## config.mk

```make
export PLATFORM = sky130hd
export DESIGN_NAME = i2c_addr_match
export DESIGN_NICKNAME = d
export VERILOG_FILES = /design/src/rtl/i2c_am_pkg.sv /design/src/rtl/i2cam_frame_track.sv /design/src/rtl/i2cam_direct_cmp.sv /design/src/rtl/i2cam_range_cmp.sv /design/src/rtl/i2c_addr_match.sv
export SDC_FILE = /design/constraint.sdc
export NUM_CORES = 1
export LEC_CHECK = 0
export BUFFER_PORTS_ARGS = -buffer_cell sky130_fd_sc_hd__buf_2
export CAP_MARGIN = 40
export CORE_MARGIN = 5
export CORE_UTILIZATION = 41
export CTS_CLUSTER_DIAMETER = 60
export DETAILED_ROUTE_END_ITERATION = 10
export MAX_ROUTING_LAYER = met4
export PLACE_DENSITY = 0.77
export SETUP_SLACK_MARGIN = 0.3
export SKIP_CTS_REPAIR_TIMING = 1
export SYNTH_ARGS = -nofsm -noshare
export SYNTH_HDL_FRONTEND = slang
export SYNTH_SLANG_ARGS = --single-unit
```

## constraint.sdc

```tcl
create_clock -name clk -period 4.59 [get_ports clk]
set_input_delay 0.918 -clock clk [delete_from_list [all_inputs] [get_ports clk]]
set_output_delay 0.918 -clock clk [all_outputs]
set_load 0.02 [all_outputs]
```

## src/rtl/i2c_am_pkg.sv

```systemverilog
package i2c_am_pkg;
  localparam int SRC_CNT = 5;
  typedef enum int {
    SRC_PRIM  = 0,
    SRC_RNGEQ = 1,
    SRC_GCALL = 2,
    SRC_SEC   = 3,
    SRC_ALERT = 4
  } src_e;
  localparam logic [6:0] GCALL_CODE = 7'h00;
  localparam logic [6:0] ALERT_CODE = 7'h0C;
endpackage

```

## src/rtl/i2cam_frame_track.sv

```systemverilog
module i2cam_frame_track (
  input  logic clk,
  input  logic rst,
  input  logic bus_start,
  input  logic byte_valid,
  output logic armed,
  output logic eval
);
  always_ff @(posedge clk) begin
    if (rst)             armed <= 1'b0;
    else if (bus_start)  armed <= 1'b1;
    else if (byte_valid) armed <= 1'b0;
  end

  assign eval = byte_valid & armed;
endmodule

```

## src/rtl/i2cam_direct_cmp.sv

```systemverilog
module i2cam_direct_cmp #(
  parameter int AW = 7,
  parameter int N  = 5
) (
  input  logic [AW-1:0]         addr,
  input  logic [N-1:0][AW-1:0]  refs,
  input  logic [N-1:0]          en,
  output logic [N-1:0]          hit
);
  for (genvar i = 0; i < N; i++) begin : g_cmp
    assign hit[i] = en[i] & (addr == refs[i]);
  end
endmodule

```

## src/rtl/i2cam_range_cmp.sv

```systemverilog
module i2cam_range_cmp #(
  parameter int AW = 7
) (
  input  logic [AW-1:0] addr,
  input  logic [AW-1:0] lo,
  input  logic [AW-1:0] hi,
  input  logic          en,
  output logic          hit
);
  assign hit = en & (addr > lo) & (addr < hi);
endmodule

```

## src/rtl/i2c_addr_match.sv

```systemverilog
module i2c_addr_match
  import i2c_am_pkg::*;
#(
  parameter int AW = 7
) (
  input  logic          clk,
  input  logic          rst,
  input  logic          bus_start,
  input  logic          byte_valid,
  input  logic [AW:0]   addr_byte,
  input  logic [AW-1:0] prim_addr,
  input  logic [AW-1:0] sec_addr,
  input  logic [AW-1:0] rng_addr,
  input  logic          gc_en,
  input  logic          sec_en,
  input  logic          alert_en,
  input  logic          rng_en,
  output logic          match_o,
  output logic          range_o,
  output logic          rw_o
);
  logic                       armed;
  logic                       eval;
  logic [AW-1:0]              calling;
  logic [SRC_CNT-1:0][AW-1:0] refs;
  logic [SRC_CNT-1:0]         src_en;
  logic [SRC_CNT-1:0]         src_hit;
  logic                       rng_hit;
  logic                       any_hit;

  assign calling = addr_byte[AW:1];

  always_comb begin
    refs              = '0;
    src_en            = '0;
    refs[SRC_PRIM]    = prim_addr;
    src_en[SRC_PRIM]  = 1'b1;
    refs[SRC_RNGEQ]   = rng_addr;
    src_en[SRC_RNGEQ] = (rng_addr != '0);
    refs[SRC_GCALL]   = AW'(GCALL_CODE);
    src_en[SRC_GCALL] = gc_en;
    refs[SRC_SEC]     = sec_addr;
    src_en[SRC_SEC]   = sec_en;
    refs[SRC_ALERT]   = AW'(ALERT_CODE);
    src_en[SRC_ALERT] = alert_en;
  end

  i2cam_frame_track u_trk (
    .clk(clk), .rst(rst), .bus_start(bus_start),
    .byte_valid(byte_valid), .armed(armed), .eval(eval)
  );

  i2cam_direct_cmp #(.AW(AW), .N(SRC_CNT)) u_dir (
    .addr(calling), .refs(refs), .en(src_en), .hit(src_hit)
  );

  i2cam_range_cmp #(.AW(AW)) u_rng (
    .addr(calling), .lo(prim_addr), .hi(rng_addr), .en(rng_en), .hit(rng_hit)
  );

  assign any_hit = (|src_hit) | rng_hit;

  always_ff @(posedge clk) begin
    if (rst) begin
      match_o <= 1'b0;
      range_o <= 1'b0;
      rw_o    <= 1'b0;
    end else begin
      match_o <= eval & any_hit;
      if (eval) begin
        range_o <= rng_hit;
        if (any_hit) rw_o <= addr_byte[0];
      end
    end
  end
endmodule

```

==> impl_metrics.ini <==
[floorplanning]
ioPinCount = 40
fp-row-count = 14
core-area_um2 = 1490
die_w_um = 49.6
die_area_um2 = 2460
dieHeight_um = 49.6
initial_core_util_pct = 43.2

[clock_network]
cts_root_buffer = clkbuf_4
cts_buffers = 3
clock_latency_ns = 0.24
cts_tree = yes
cts_htree_levels = 1
cts.sinks = 4
clk_pin_slew_worst_paths_ns = 0.04
cts.path.max_buffers = 2

[finish]
final_common_cell = buf_2
nets = 177
drive_above_1_share_pct = 35.5
n_antenna_cell = 0
final_cell_mix = buf_2 (39), inv_1 (14), ha_1 (14)
area_growth_pct = 37.0
regArea_um2 = 80.1
final_util_pct = 59.2
multi_input_area_um2 = 510
fillers = 155

[setup_path]
cp.required_ns = 4.76
r2r_cells = 3
crit_arrival_ns = 2.60
cp-end-kind = register
cp_max_fo = 4
critical_path_class = in2reg
ff2ff_setup_slack_ns = 3.72
critPathLaunchType = primary input

[synth]
async_reset_ff_share_pct = 0
synth-edff-count = 0
synthFlopType = dfxtp_1
syn_area_um2 = 643
ys_seq_area_share_pct = 12.5
postSynthCellCount = 82
ys_warn_count = 0
syn_nets = 133
ys_types = 23
yosys_register_bits = 4
synth.avg_cell_area_um2 = 7.84

[status]
outcome = completed

[timing]
tns_ns = 0
worstMarginPinSlew_ns = 0.363
hold_violations = 0
slew_headroom_pct = 75.6
slew_viol_final = 0
skew_ns = 0.000944
rsz0062_at_grt = false
max_freq_mhz = 411
period_needed_ns = 2.43
setup_viol = 0
post-route-period-util_pct = 53.0

[routing]
drt_iter0_markers = 11
via_per_inst = 5.17
post_drt_wl_per_cell_um = 12.8
drtAntennaViolNets = 0
drtPass1Iterations = 4
postRouteWirelength_um = 1790
drc = 0
dr_total_vias = 724

[global_routing]
grt_max_degree = 6
grt_pass1_vias = 740
antenna_found_initial = 0
grt_usage_pct = 15.3
grt_overflow = 0
grt_pass1_wl_um = 2930

[placed_design]
hpwlAfterDp_um = 1590
io_buffers = 39
gp_routability_congestion = 0.891

[flow_run]
cap_violations = 0

[power_and_ir_drop]
peakVddDrop_mv = 0.126
power_mw = 0.142
power_per_cell_area_nw_per_um2 = 161
p_leak_nw = 0.495

[min_path]
min_path_type = reg2reg
min_path_cells = 2
## area by class of cell
cell class | instances | share of cell area (%)
Clock buffer | 3 | 2.56
Multi-Input combinational cell | 64 | 58.0
Inverter | 14 | 5.97
Timing Repair Buffer | 39 | 22.2
Sequential cell | 4 | 9.09
Tap cell | 16 | 2.27
## per-stage QoR
stage               hold slack, ns  setup WS [ns]  instances  cell area (µm²)
floorplan                    0.451           2.16         82              643
global placement             0.461           2.00        137              858
detailed placement           0.462           1.91        137              858
CTS                          0.473           2.17        140              881
global route                 0.488           2.10        140              881
finish                       0.468           2.16        140              881
## kinds of logic (layout without fill, tap and decap cells)
kind of cell / after synthesis / count (layout) / share of synthesized area (%)
XOR/XNOR: 7 / 7 / 9.53
AO/OA/AOI/OAI: 14 / 14 / 18.5
flip-flops: 4 / 4 / 12.5
adder cells (fa/ha/maj): 14 / 14 / 27.2
multiplexers: 1 / 1 / 1.56
buffers and inverters: 14 / 56 / 8.17
AND/OR/NAND/NOR: 28 / 28 / 22.6
## state kept, by name, indices dropped and copies added, names as in the netlist
signal / cells
u_trk.armed: 1
range_o: 1
match_o: 1
rw_o: 1
## metal layers
layer | part of all wire [%] | global-route usage, % | wire length (µm) | up-vias
met1 | 40 | 15.7 | 709 | 318
met2 | 48 | 25.2 | 854 | 30
met5 | 0 | - | 0 | -
met3 | 11 | 5.12 | 195 | 4
met4 | 1.4 | 8.73 | 25 | 0
li1 | - | - | - | 372
## path summary, 6_finish.rpt
kind / from / endpoint
max: addr_byte[5] / rw_o$_SDFFE_PP0P_
min: rw_o$_SDFFE_PP0P_ / rw_o$_SDFFE_PP0P_
max reg2reg: u_trk.armed$_SDFFE_PP0P_ / rw_o$_SDFFE_PP0P_
min reg2reg: rw_o$_SDFFE_PP0P_ / rw_o$_SDFFE_PP0P_
## Yosys cell counts (3+ instances only)
cell type  count  area (µm²)
nor2_1         6        22.5
nand4_1        3        18.8
inv_1         14        52.6
xor2_1         6        52.6
nor2b_1        3        18.8
nand2_1        4        15.0
nand3_1        4        20.0
a21oi_1        6        30.0
nand2b_1       3        18.8
ha_1          14         175
dfxtp_1        4        80.1
nor4_1         3        18.8
## report_power, final
group          internal [mW]  leakage (nW)  switching (mW)
sequential            0.0359        0.0326        0.000452
clock                 0.0293        0.0138          0.0159
combinational         0.0302         0.448          0.0304
total                 0.0955         0.495          0.0468
## critical path, cell delays in order
cell and delay [ns]:
buf_2 0.13, ha_1 0.32, a21o_1 0.17, a21o_1 0.20, a2111oi_4 0.34, o31ai_1 0.16
a41oi_2 0.18, mux2i_1 0.19
Power figures use the tool's default switching activity.
